==> config.mk <==
export PLATFORM = sky130hd
export DESIGN_NAME = rtcdiv_top
export DESIGN_NICKNAME = d
export VERILOG_FILES = /design/src/rtl/rtcdiv_pkg.sv /design/src/rtl/rtcdiv_chain.sv /design/src/rtl/rtcdiv_tap.sv /design/src/rtl/rtcdiv_update.sv /design/src/rtl/rtcdiv_top.sv
export SDC_FILE = /design/constraint.sdc
export NUM_CORES = 1
export LEC_CHECK = 0
export CELL_PAD_IN_SITES_DETAIL_PLACEMENT = 0
export CELL_PAD_IN_SITES_GLOBAL_PLACEMENT = 1
export CORE_ASPECT_RATIO = 0.9
export CORE_MARGIN = 2
export CORE_UTILIZATION = 45
export DETAILED_ROUTE_END_ITERATION = 10
export PLACE_DENSITY_LB_ADDON = 0.15
export REMOVE_ABC_BUFFERS = 1
export SYNTH_ARGS = -nofsm -noshare
export SYNTH_HDL_FRONTEND = slang
export SYNTH_SLANG_ARGS = --single-unit
==> constraint.sdc <==
create_clock -name clk -period 4.23 [get_ports clk]
set_input_delay 0.6345 -clock clk [delete_from_list [all_inputs] [get_ports clk]]
set_output_delay 0.6345 -clock clk [all_outputs]
set_load 0.05 [all_outputs]
==> src/rtl/rtcdiv_pkg.sv <==
package rtcdiv_pkg;

    localparam int DIV_STAGES = 15;
    localparam int RATE_W     = 4;
    localparam int OSC_W      = 3;
    localparam int IDX_W      = $clog2(DIV_STAGES);
    localparam int WARN_TICKS = 8;

    localparam logic [OSC_W-1:0] OSC_RUN = 3'b010;

    typedef enum logic [1:0] {
        CHAIN_STOP,
        CHAIN_HOLD,
        CHAIN_RUN
    } chain_mode_e;

    typedef struct packed {
        logic             valid;
        logic [IDX_W-1:0] idx;
    } tap_sel_t;

    function automatic chain_mode_e decode_osc(input logic [OSC_W-1:0] osc);
        if (osc == OSC_RUN)
            return CHAIN_RUN;
        else if (osc[2:1] == 2'b11)
            return CHAIN_HOLD;
        else
            return CHAIN_STOP;
    endfunction

    // Stage k toggles at 16384 >> k Hz; codes 1 and 2 reuse stages 6 and 7.
    function automatic tap_sel_t pick_tap(input logic [RATE_W-1:0] code);
        tap_sel_t t;
        t.valid = 1'b1;
        case (code)
            4'd0:    begin t.valid = 1'b0; t.idx = '0; end
            4'd1:    t.idx = IDX_W'(6);
            4'd2:    t.idx = IDX_W'(7);
            default: t.idx = IDX_W'(code - 4'd2);
        endcase
        return t;
    endfunction

endpackage

==> src/rtl/rtcdiv_chain.sv <==
module rtcdiv_chain
    import rtcdiv_pkg::*;
#(
    parameter int DIV_W = DIV_STAGES
) (
    input  logic             clk,
    input  logic             rst,
    input  logic             tick_en,
    input  logic [OSC_W-1:0] osc_ctl,
    output logic [DIV_W-1:0] nxt_o,
    output logic [DIV_W-1:0] rise_o,
    output logic             run_o,
    output logic             step_o
);

    chain_mode_e      mode;
    logic [DIV_W-1:0] cnt_q;

    always_comb begin
        mode   = decode_osc(osc_ctl);
        run_o  = (mode == CHAIN_RUN);
        step_o = run_o & tick_en;
        if (!run_o)
            nxt_o = '0;
        else if (step_o)
            nxt_o = cnt_q + DIV_W'(1);
        else
            nxt_o = cnt_q;
        rise_o = ~cnt_q & nxt_o & {DIV_W{step_o}};
    end

    always_ff @(posedge clk) begin
        if (rst)
            cnt_q <= '0;
        else
            cnt_q <= nxt_o;
    end

    // no enable tick, no movement
    p_hold_no_tick_r9: assert property (@(posedge clk) disable iff (rst)
        (mode == CHAIN_RUN && !tick_en) |=> $stable(cnt_q));

    // a non-running pattern leaves the chain at zero
    p_cleared_when_idle_r2: assert property (@(posedge clk) disable iff (rst)
        (mode != CHAIN_RUN) |=> (cnt_q == '0));

endmodule

==> src/rtl/rtcdiv_tap.sv <==
module rtcdiv_tap
    import rtcdiv_pkg::*;
#(
    parameter int DIV_W = DIV_STAGES
) (
    input  logic              clk,
    input  logic              rst,
    input  logic [DIV_W-1:0]  nxt_i,
    input  logic [DIV_W-1:0]  rise_i,
    input  logic [RATE_W-1:0] rate_sel,
    input  logic              sqw_en,
    output logic              sqw_o,
    output logic              pstb_o
);

    tap_sel_t sel;
    logic     tap_lvl;
    logic     tap_rise;

    always_comb begin
        sel      = pick_tap(rate_sel);
        tap_lvl  = sel.valid & nxt_i[sel.idx];
        tap_rise = sel.valid & rise_i[sel.idx];
    end

    always_ff @(posedge clk) begin
        if (rst) begin
            sqw_o  <= 1'b0;
            pstb_o <= 1'b0;
        end else begin
            sqw_o  <= sqw_en & tap_lvl;
            pstb_o <= tap_rise;
        end
    end

    // code zero silences both outputs
    p_none_code_r4: assert property (@(posedge clk) disable iff (rst)
        (rate_sel == '0) |=> (!sqw_o && !pstb_o));

    // disabled square wave is low
    p_sqw_gate_r5: assert property (@(posedge clk) disable iff (rst)
        !sqw_en |=> !sqw_o);

    // periodic strobe never lasts two cycles
    p_pstb_single_r3: assert property (@(posedge clk) disable iff (rst)
        pstb_o |=> !pstb_o);

endmodule

==> src/rtl/rtcdiv_update.sv <==
module rtcdiv_update
    import rtcdiv_pkg::*;
#(
    parameter int DIV_W    = DIV_STAGES,
    parameter int UIP_LEAD = WARN_TICKS
) (
    input  logic             clk,
    input  logic             rst,
    input  logic             run_i,
    input  logic             step_i,
    input  logic [DIV_W-1:0] nxt_i,
    input  logic             top_rise_i,
    input  logic             freeze,
    output logic             uip_o,
    output logic             ustb_o
);

    localparam int               WARN_AT_I = (1 << (DIV_W - 1)) - UIP_LEAD;
    localparam logic [DIV_W-1:0] WARN_AT   = WARN_AT_I[DIV_W-1:0];

    logic ustb_d;
    logic uip_d;

    always_comb begin
        ustb_d = top_rise_i & uip_o & ~freeze;
        if (!run_i || freeze)
            uip_d = 1'b0;
        else if (step_i && nxt_i == WARN_AT)
            uip_d = 1'b1;
        else if (ustb_d)
            uip_d = 1'b0;
        else
            uip_d = uip_o;
    end

    always_ff @(posedge clk) begin
        if (rst) begin
            uip_o  <= 1'b0;
            ustb_o <= 1'b0;
        end else begin
            uip_o  <= uip_d;
            ustb_o <= ustb_d;
        end
    end

    // each update is announced by the status bit
    p_upd_after_uip_r7: assert property (@(posedge clk) disable iff (rst)
        ustb_o |-> $past(uip_o));

    // freeze drops the status and blocks the transfer
    p_freeze_blocks_r8: assert property (@(posedge clk) disable iff (rst)
        freeze |=> (!uip_o && !ustb_o));

    // update strobe is a single cycle
    p_ustb_single_r6: assert property (@(posedge clk) disable iff (rst)
        ustb_o |=> !ustb_o);

endmodule

==> src/rtl/rtcdiv_top.sv <==
module rtcdiv_top
    import rtcdiv_pkg::*;
#(
    parameter int DIV_W    = DIV_STAGES,
    parameter int UIP_LEAD = WARN_TICKS
) (
    input  logic              clk,
    input  logic              rst,
    input  logic              tick_en,
    input  logic [OSC_W-1:0]  osc_ctl,
    input  logic [RATE_W-1:0] rate_sel,
    input  logic              sqw_en,
    input  logic              freeze,
    output logic              sqw,
    output logic              periodic_stb,
    output logic              update_stb,
    output logic              uip
);

    logic [DIV_W-1:0] nxt;
    logic [DIV_W-1:0] rise;
    logic             run;
    logic             step;

    rtcdiv_chain #(.DIV_W(DIV_W)) u_chain (
        .clk     (clk),
        .rst     (rst),
        .tick_en (tick_en),
        .osc_ctl (osc_ctl),
        .nxt_o   (nxt),
        .rise_o  (rise),
        .run_o   (run),
        .step_o  (step)
    );

    rtcdiv_tap #(.DIV_W(DIV_W)) u_tap (
        .clk      (clk),
        .rst      (rst),
        .nxt_i    (nxt),
        .rise_i   (rise),
        .rate_sel (rate_sel),
        .sqw_en   (sqw_en),
        .sqw_o    (sqw),
        .pstb_o   (periodic_stb)
    );

    rtcdiv_update #(.DIV_W(DIV_W), .UIP_LEAD(UIP_LEAD)) u_update (
        .clk        (clk),
        .rst        (rst),
        .run_i      (run),
        .step_i     (step),
        .nxt_i      (nxt),
        .top_rise_i (rise[DIV_W-1]),
        .freeze     (freeze),
        .uip_o      (uip),
        .ustb_o     (update_stb)
    );

    // a stopped or held prescaler keeps every output quiet
    p_stopped_quiet_r2: assert property (@(posedge clk) disable iff (rst)
        (osc_ctl != OSC_RUN) |=> (!sqw && !periodic_stb && !update_stb && !uip));

    // outputs are zero in the cycle after reset
    p_reset_quiet_r1: assert property (@(posedge clk)
        rst |=> (!sqw && !periodic_stb && !update_stb && !uip));

endmodule

# Word-level counts from Yosys, hierarchy flattened
# Index checks and enable logic that the tools add are counted.
# Widths: inputs -> output; s select.
[classes] n_reduce_logical=6 n_addsub=2 bitwise_logic=10 n_mux=12 magnitude_cmp=1 eq_ne=6
[op_table] operator="$and 15x15->15" n=2
[op_table] operator="$mux 15" n=2
[op_table] operator="$add 15x1->15 const B" n=1
[op_table] operator="$eq 15x14->1 const B" n=1
[op_table] operator="$not 15->15" n=1
[op_table] operator="$pmux 4 s3" n=1
[op_table] operator="$bmux 1 s4" n=2
[op_table] operator="$and 1x1->1" n=6
[op_table] operator="$mux 1" n=6
[op_table] operator="$lt 4x5->1 const B" n=1
[op_table] operator="$eq 2x2->1 const B" n=2
[op_table] operator="$eq 4x1->1 const B" n=1
[op_table] operator="$eq 4x2->1 const B" n=1
[op_table] operator="$logic_not 4->1" n=1
[op_table] operator="$sub 4x2->4 const B" n=1
[op_table] operator="$eq 3x2->1 const B" n=1
[op_table] operator="$mux 2" n=1
[op_table] operator="$reduce_bool 2->1" n=1
[op_table] operator="$reduce_or 2->1" n=1
[op_table] operator="$logic_and 1x1->1" n=1
[op_table] operator="$logic_not 1->1" n=1
[op_table] operator="$logic_or 1x1->1" n=1
[op_table] operator="$not 1->1" n=1
[totals] elab_cells=42 regBits=19 out_inout_bits=4

# Logic depth before layout (Yosys ltp)
# Gate-level depths: netlist (run 1).
[depth] ltp_word=13 depth_mapped=9

# By module
# From an unflattened synthesis (run 1), not the netlist that was laid out.
[unflattened] hier_cells=230 hier_area_um2=1670.4
[by_module_without_submodules] mod="rtcdiv_chain" n_inst=1 area_per_inst_um2=872.1 seq_area_each_um2=300.3 cells_each=117
[by_module_without_submodules] mod="rtcdiv_tap" n_inst=1 area_per_inst_um2=695.7 seq_area_each_um2=40.0 cells_each=102
[by_module_without_submodules] mod="rtcdiv_update" n_inst=1 area_per_inst_um2=102.6 seq_area_each_um2=40.0 cells_each=11

# Least setup slack after synthesis (run 1)
# No wires, ideal clock.
[synth_timing] path_kind="in2reg" start="input port osc_ctl[2]" end="register u_tap.pstb_o" arrival_time_ns=2.559 path_stages=8 t_required_ns=4.127 path_slack_ns=1.567 cell_sequence="or3b_1 > buf_6 > or3_4 > buf_6 > or3_1 > o31ai_2 > a21oi_1 > a2111oi_2"
[synth_between] elab_chain_len=12
[synth_lines] element="from (decl)" line="rtcdiv_top.sv:10" rtl="input logic [OSC_W-1:0] osc_ctl,"
[synth_lines] element="$eq 2x2->1" line="rtcdiv_pkg.sv:25" rtl="else if (osc[2:1] == 2'b11)"
[synth_lines] element="$mux 1" line="rtcdiv_pkg.sv:25"
[synth_lines] element="$mux 2 (*)" line="rtcdiv_pkg.sv:23" rtl="if (osc == OSC_RUN)"
[synth_lines] element="$eq 2x2->1 (*)" line="rtcdiv_chain.sv:21" rtl="run_o = (mode == CHAIN_RUN);"
[synth_lines] element="$and 1x1->1" line="rtcdiv_chain.sv:22" rtl="step_o = run_o & tick_en;"
[synth_lines] element="$mux 15" line="rtcdiv_chain.sv:25" rtl="else if (step_o)"
[synth_lines] element="$mux 15" line="rtcdiv_chain.sv:23" rtl="if (!run_o)"
[synth_lines] element="$and 15x15->15" line="rtcdiv_chain.sv:29" rtl="rise_o = ~cnt_q & nxt_o & {DIV_W{step_o}};"
[synth_lines] element="$and 15x15->15 (*)" line="rtcdiv_chain.sv:29"
[synth_lines] element="$bmux 1 s4 (*)" line="rtcdiv_tap.sv:23" rtl="tap_rise = sel.valid & rise_i[sel.idx];"
[synth_lines] element="$mux 1 (implied by the code) (*)" line="rtcdiv_tap.sv:23"
[synth_lines] element="$and 1x1->1 (*)" line="rtcdiv_tap.sv:23"
[synth_lines] element="to (signal assigned)" line="rtcdiv_tap.sv:32" rtl="pstb_o <= tap_rise;"
[synth_lines] element="to (decl)" line="rtcdiv_tap.sv:13" rtl="output logic pstb_o"
# Mark *: on every way between the ends. The rest lies on a longest branch, timed or not. The select of a mux whose other input is x is not followed.
# A chain may end at the register's enable or synchronous reset.

# Worst setup path in the final report (run 1)
[layout_timing] start="input port tick_en" end="register u_update.uip_o"
[layout_between] elab_chain_len=8
[layout_lines] element="from (decl)" line="rtcdiv_top.sv:9" rtl="input logic tick_en,"
[layout_lines] element="$and 1x1->1 (*)" line="rtcdiv_chain.sv:22"
[layout_lines] element="$mux 15" line="rtcdiv_chain.sv:25"
[layout_lines] element="$mux 15" line="rtcdiv_chain.sv:23"
[layout_lines] element="$and 15x15->15 (2 in a row)" line="rtcdiv_chain.sv:29"
[layout_lines] element="$and 1x1->1 (2 in a row)" line="rtcdiv_update.sv:25" rtl="ustb_d = top_rise_i & uip_o & ~freeze;"
[layout_lines] element="$reduce_bool 2->1 (no source line)"
[layout_lines] element="to (signal assigned)" line="rtcdiv_update.sv:41" rtl="uip_o <= uip_d;"
[layout_lines] element="to (decl)" line="rtcdiv_update.sv:14" rtl="output logic uip_o,"
# Mark *: on every way between the ends. The rest lies on a longest branch, timed or not.

==> results of run 1 <==
-- per-layer routing --
metal	part of all wire, %	track usage [%]
met5	0	0
met1	46	35.81
met2	44	40.59
met4	1.5	6.997
met3	8.5	5.484
-- power groups by stage --
stage	registers (mW)	clock network, mW	logic (mW)
after floorplan	0.189	0	0.0396
after global placement	0.185	0	0.0782
after detailed placement	0.185	0	0.0781
after CTS	0.181	0.137	0.0785
after global routing	0.181	0.148	0.0857
final	0.181	0.136	0.0801
-- critical path, stage by stage --
cell             delay [ps]
clkdlybuf4s50_1         830
nand2_1                 220
or4_2                   700
xor2_1                  200
nand4bb_1               230
nor4_1                  290
o21a_1                  150
-- layout make-up --
cell class,instances,area [sq um]
Timing Repair Buffer,17,165.2
Clock inverter,1,7.507
Sequential cell,19,380.4
Fill cell,325,1622
Inverter,6,22.52
Clock buffer,3,41.29
Tap cell,44,55.05
Multi-Input combinational cell,176,1135
-- state kept, by name, summed over array words and instances (netlist names) --
signal and cells:
u_tap.pstb_o 1, u_update.ustb_o 1, u_tap.sqw_o 1, u_update.uip_o 1, u_chain.cnt_q 15
-- stage by stage --
stage	util (%)	setup WS (ps)	instances	hold slack, ps	power, mW
2_1_floorplan	-	1370	201	496.1	0.2291
3_3_place_gp	51.28	1032	262	487.1	0.2634
3_5_place_dp	51.28	948.9	262	514.3	0.2634
4_1_cts	52.70	1225	266	528.3	0.3966
5_1_grt	52.70	1043	266	546.7	0.4148
6_report	52.70	1180	266	517.8	0.3972
-- cell families after synthesis --
group / Yosys count / synth area share [%]
compound gates: 53 / 22.97
xor+xnor: 12 / 6.452
fa+ha+maj: 2 / 1.536
buf+inv: 21 / 6.989
flops: 19 / 23.35
mux: 2 / 1.229
simple gates: 107 / 37.48
-- worst paths after layout --
kind	slack, ps	depth (start not counted)	to
worst max-delay path	1180	7	u_update.uip_o
worst min register to register	520	1	u_update.ustb_o
worst min-delay path	520	1	u_update.ustb_o
worst max register to register	1560	7	u_update.uip_o
-- cell usage after synthesis (5+ instances only) --
cell       n  area (sq um)
dfxtp_1   19         380.4
nand2_1   19         71.32
nor2_1    17         63.81
a21oi_1   15         75.07
nand4_1   13         81.33
nand3_1   11         55.05
xnor2_1   10         87.58
nor4_1     8         50.05
o21ai_0    8         40.04
clkbuf_1   7         26.28
inv_1      6         22.52
nand2b_1   6         37.54
or4_1      5         37.54
==> out/results.env, run 1 <==
CORE.ROWCOUNT=20
TIMING.SLEW.HEADROOM_PCT=52.77
WORST-PATH-MAX-FANOUT=17
IO_BUFFER_COUNT=15
SW_FRAC_OF_TOTAL_PCT=30.05
GRT_FIRST_PASS_WIRELENGTH_MM=8.004
DRT-TOTAL-WL_MM=4.823
SYNTHESIS.AREA_SQ_UM=1629
VIAS_IN_THE_FIRST_GLOBAL_ROUTE=1641
PORTION_OF_THE_POST_SYNTHESIS_AREA_USED_BY_SEQUENTIAL_ELEMENTS_PCT=23.35
MOST-COMMON-LAYOUT-CELLS='19 x nand2_1, 19 x dfxtp_1, 17 x nor2_1'
VDD_IR_DROP_MAX_uV=179.0
LAYOUT-AREA-OVERHEAD-VS-SYNTH_PCT=10.91
TRITONCTS='yes'
MAX_CAP_VIOL_COUNT=0
SYNTH.AVG_CELL_AREA_SQ_UM=7.542
CTS_ROOT_BUFFER='clkbuf_8'
CLOCK_TRANSITION_AT_THE_REGISTERS_OF_THE_REPORTED_PATHS_PS=80
SYNTH_SEQ_CELLS=19
VIASPERCELL=6.695
DETAILEDROUTE.FIRSTITERATIONVIOLATIONS=203
WORSTSETUPENDPOINTTYPE='register'
POSTSYNTH.TOPFLOPCELL='dfxtp_1'
CTS.SINK_COUNT=19
DRTPASS1ITERATIONS=5
SHARE_SEQ_OF_TOTAL_POWER_PCT=45.6
FMAXACHIEVABLE_GHz=0.3279
SYNTH_CELL_TYPES=53
GRT_SETUP_UNREPAIRED='no'
FLOORPLAN.DIE_AREA_SQ_UM=4118
TIMING.HOLD.WORST.CLASS='reg2reg'
N_ANTENNA_CELL=0
ANTENNA_FOUND_INITIAL=0
POST-ROUTE-MIN-PERIOD_PS=3050
FINAL_CELL_AREA_SQ_UM=1807
COMBINATIONALPOWERSHARE_PCT=20.2
CP-START-KIND='primary input'
PIN_COUNT_OF_THE_BIGGEST_NET_ENTERING_GLOBAL_ROUTING=18
STATUS='finished clean'
FINALHOLDVIOLCOUNT=0
WIRE_PER_INST_UM=18.13
CTS_HOLD_BUF=0
DIE_HEIGHT_UM=61.08
CHIPWIDTH_UM=67.42
SYNTH-EDFF-COUNT=0
TYPE_OF_THE_WORST_SETUP_PATH='in2reg'
CORE_REGION_AREA_SQ_UM=3428
LAYOUT_WORST_PATH_CYCLE_SHARE_PCT=72.11
DRV_SLEW=0
SHARE_CLK_OF_TOTAL_POWER_PCT=34.2
DETAILED_PLACE_HPWL_MM=3.587
FIN_SETUP_TNS_PS=0
P_SW_mW=0.1193
FLOORPLAN.INITIALDENSITY_PCT=47.52
CP.REQUIRED_PS=4440
RR_STARTPOINT='u_chain.cnt_q[0]'
FINAL_NETS=237
CLOCK_TREE.BUFFER_DEPTH=2
WORST_SLEW_PIN_SLEW_PS=701.0
WORST-ENDPOINT-ARRIVAL_PS=3260
WORSTSETUPSTARTPOINT='tick_en'
GLOBALROUTETOTALUTIL_PCT=25.69
POWER_DENSITY_nW_PER_UM2=219.8
SYN_INST=216
DETAILROUTE.VIA_COUNT=1781
GRT_REMAINING_OVERFLOW=0
LAYOUT-DRIVE-GT1-SHARE_PCT=7.207
LEAKAGE_nW=0.5733
SYNTH.YOSYS.WARNINGS=0
CTS_INSERTED_BUFFERS=3
ANT_NETS=0
CTS_POST_SETUP_BUFFERS_INSERTED=0
ASYNC_FLOP_SHARE_PCT=0
HTREE_LEVELS=1
BOUNDARYPINS=16
CTSRESIZECOUNT=0
GPL.FINAL_WEIGHTED_CONGESTION=0.9448
SETUP_VIOL_COUNT_FINAL=0
CLOCK_SKEW_PS=0.9137
WORST_SKEW_PAIR.LATE_LATENCY_PS=260
CELLINTERNALPOWER_mW=0.2778
AREA_AFTER_DETAILED_PLACEMENT_SQ_UM=1758
REMAINING_DRC_ERRORS=0
MIN_FROM='u_update.uip_o'
Power figures use the tool's default switching activity.
==> run 2, diff against run 1 <==
- CORE_UTILIZATION: 45 -> 42
- clock period: 4.23 -> 3.1 ns (I/O delays scaled with it)
==> run 2 against run 1 <==
Effect of this change: flip-flop and latch count unchanged; total power up 39%; clock power rose by 32%; highest routed layer unchanged; worst setup slack lost 740 ps; worst hold slack worse by 21 ps; die area increased by 6.7%; utilization is 1.9 points lower; register-to-register slack worse by 1000 ps; global-route usage down 1.2 points; clock skew grew 6.5 ps; largest power group unchanged; critical endpoint is now u_tap.pstb_o; clock-buffer cell count increased by 1; via count is 3.9% higher.
==> out/results.env, run 2 (synthesis results as in run 1) <==
P_SW_mW=0.1601  # was 0.1193 mW
WORST_SKEW_PAIR.LATE_LATENCY_PS=260  # about the same
TYPE_OF_THE_WORST_SETUP_PATH='in2reg'  # unchanged
CTS.SINK_COUNT=19  # unchanged
TIMING.SLEW.HEADROOM_PCT=51.42  # was 52.77%
DETAILED_PLACE_HPWL_MM=3.907  # was 3.587 mm
WORST-PATH-MAX-FANOUT=8  # was 17
WORSTSETUPPATHDEPTH=7  # unchanged
MOST-COMMON-LAYOUT-CELLS='19 x nand2_1, 19 x dfxtp_1, 17 x nor2_1'  # unchanged
TIMING.HOLD.WORST.CLASS='reg2reg'  # unchanged
FLOORPLAN.DIE_AREA_SQ_UM=4394  # was 4118 sq um
FMAXACHIEVABLE_GHz=0.3756
CLOCK_SKEW_PS=7.381  # was 0.9137 ps
LARGEST_REGISTER_BY_FLOP_COUNT='u_chain.cnt_q'  # unchanged
CRITICAL_PATH_BUFFER_AND_INVERTER_COUNT=1  # unchanged
REMAINING_DRC_ERRORS=0  # unchanged
CORE.ROWCOUNT=21  # was 20
CLOCK_TRANSITION_AT_THE_REGISTERS_OF_THE_REPORTED_PATHS_PS=80  # about the same
POWER_DENSITY_nW_PER_UM2=290.7  # was 219.8 nW/um^2
CTS_ROOT_BUFFER='clkbuf_8'  # unchanged
DRTPASS1ITERATIONS=5  # unchanged
WIRE_PER_INST_UM=18.33  # was 18.13 um
CHIPWIDTH_UM=69.65  # was 67.42 um
MAX_CAP_VIOL_COUNT=0  # unchanged
COMBINATIONALPOWERSHARE_PCT=22.5  # was 20.2%
BOUNDARYPINS=16  # unchanged
CPPEAKSTAGEDELAY_PS=490  # was 830 ps
CORE_REGION_AREA_SQ_UM=3731  # was 3428 sq um
CTS_HOLD_BUF=0  # unchanged
WORSTSETUPENDPOINTTYPE='register'  # unchanged
FLOORPLAN.INITIALDENSITY_PCT=43.66  # was 47.52%
LAYOUT-AREA-OVERHEAD-VS-SYNTH_PCT=16.36  # was 10.91%
CELLINTERNALPOWER_mW=0.3909  # was 0.2778 mW
VIASPERCELL=6.607  # was 6.695
LAYOUT_WORST_PATH_CYCLE_SHARE_PCT=85.89
CLOCK_TREE.BUFFER_DEPTH=2  # unchanged
SETUP_VIOL_COUNT_FINAL=0  # unchanged
SHARE_SEQ_OF_TOTAL_POWER_PCT=44.8  # was 45.6%
LAYOUT-DRIVE-GT1-SHARE_PCT=11.54  # was 7.207%
LEAKAGE_nW=0.6336  # was 0.5733 nW
MIN_DELAY_PATH_DEPTH=1  # unchanged
CRITICAL-PATH-SLOWEST-CELL='clkdlybuf4s50_1'  # unchanged
CP-START-KIND='primary input'  # unchanged
GRT_SETUP_UNREPAIRED='no'  # unchanged
P_TOTAL_mW=0.5510  # was 0.3972 mW
TRITONCTS='yes'  # unchanged
RR_STARTPOINT='u_chain.cnt_q[0]'  # unchanged
N_ANTENNA_CELL=0  # unchanged
CTS_POST_SETUP_BUFFERS_INSERTED=0  # unchanged
FF2FF_PATH_DEPTH=7  # unchanged
VDD_IR_DROP_MAX_uV=222.1  # was 179.0 uV
HTREE_LEVELS=1  # unchanged
PIN_COUNT_OF_THE_BIGGEST_NET_ENTERING_GLOBAL_ROUTING=14  # was 18
DP_WORST_SETUP_SLACK_PS=158.6  # was 948.9 ps
GRT_FIRST_PASS_WIRELENGTH_MM=8.687  # was 8.004 mm
GPL.FINAL_WEIGHTED_CONGESTION=0.9766  # was 0.9448
CTSRESIZECOUNT=0  # unchanged
STATUS='finished clean'  # unchanged
FIN_SETUP_TNS_PS=0  # unchanged
CP.REQUIRED_PS=3270  # was 4440 ps
WORST-ENDPOINT-ARRIVAL_PS=2830  # was 3260 ps
CP_TOP_FAMILY='simple AND/OR/NAND/NOR gates'  # unchanged
FINAL_NETS=249  # was 237
CTS_INSERTED_BUFFERS=3  # unchanged
FINAL.SETUP.WORST_SLACK_PS=437.3  # was 1180 ps
GLOBALROUTETOTALUTIL_PCT=24.47  # was 25.69%
DRT-TOTAL-WL_MM=5.132  # was 4.823 mm
VIAS_IN_THE_FIRST_GLOBAL_ROUTE=1656  # was 1641
ANT_NETS=0  # unchanged
ANTENNA_FOUND_INITIAL=0  # unchanged
GRT_REMAINING_OVERFLOW=0  # unchanged
SW_FRAC_OF_TOTAL_PCT=29.06  # was 30.05%
PATH_CELLS='clkdlybuf4s50_1 -> or3b_1 -> or3_4 -> or3_1 -> o31ai_2 -> a21oi_1 -> a2111oi_2'  # was clkdlybuf4s50_1 -> nand2_1 -> or4_2 -> xor2_1 -> nand4bb_1 -> nor4_1 -> o21a_1
WORSTSETUPSTARTPOINT='osc_ctl[1]'  # was tick_en
WORST_SLEW_PIN_SLEW_PS=719.5  # was 701.0 ps
DIE_HEIGHT_UM=63.09  # was 61.08 um
POST-ROUTE-MIN-PERIOD_PS=2663
SHARE_CLK_OF_TOTAL_POWER_PCT=32.7  # was 34.2%
LARGEST_REGISTER_FF_COUNT=15  # unchanged
IO_BUFFER_COUNT=15  # unchanged
MIN_FROM='u_update.uip_o'  # unchanged
DETAILEDROUTE.FIRSTITERATIONVIOLATIONS=272  # was 203
DRV_SLEW=0  # unchanged
DETAILROUTE.VIA_COUNT=1850  # was 1781
FINALHOLDVIOLCOUNT=0  # unchanged
run 2: cell types whose count changed in the layout (fill, tap and decap cells not counted):
cell / change
clkinvlp_4: -1
clkbuf_1: +1
buf_4: +12
run 2: per-layer routing:
layer	up-vias	track usage [%]	routed length, um
li1	861	-	-
met5	-	0	0
met3	21	4.160	554
met4	0	7.212	136
met1	849	36.04	2210
met2	119	36.54	2231
run 2: per-stage QoR:
| stage | instance area [sq um] | hold WS, ps | utilization, % | cells |
|---|---|---|---|---|
| after floorplan | 1538 | 496.1 | - | 201 |
| after global placement | 1851 | 486.0 | 49.60 | 276 |
| after detailed placement | 1851 | 486.7 | 49.60 | 276 |
| after CTS | 1896 | 499.4 | 50.80 | 280 |
| after global routing | 1896 | 506.9 | 50.80 | 280 |
| final | 1896 | 496.6 | 50.80 | 280 |
run 2: path summary, 6_finish.rpt:
kind	end	slack [ps]
setup / recovery	u_tap.pstb_o	440
hold / removal	u_update.ustb_o	500
setup reg to reg	u_tap.pstb_o	520
hold reg to reg	u_update.ustb_o	500
run 2: layout make-up:
cell class	instances	area, sq um
sequential	19	380.4
inverter	6	22.52
clock buffer	4	45.04
timing repair buffer	29	255.2
tap	46	57.56
fill	371	1836
multi-input combinational	176	1135
run 2: power by group through the flow:
| stage | logic (mW) | clock network [mW] | registers (mW) |
|---|---|---|---|
| finish | 0.124 | 0.180 | 0.247 |
| global route | 0.133 | 0.202 | 0.247 |
| CTS | 0.121 | 0.186 | 0.247 |
| detailed placement | 0.121 | 0 | 0.253 |
| floorplan | 0.0541 | 0 | 0.259 |
| global placement | 0.122 | 0 | 0.253 |
run 2: worst reg2reg max path: stages, from the launching register on:
cell and delay, ps:
dfxtp_1 530, ha_1 390, nand4_1 170, or3_4 420, or3_1 380, o31ai_2 180, a21oi_1 80, a2111oi_2 340
==> run 3, diff against run 2 <==
- TNS_END_PERCENT: unset -> 1
==> results of run 3 <==
The final DEF is identical to that of run 2; final timing and power are the same.
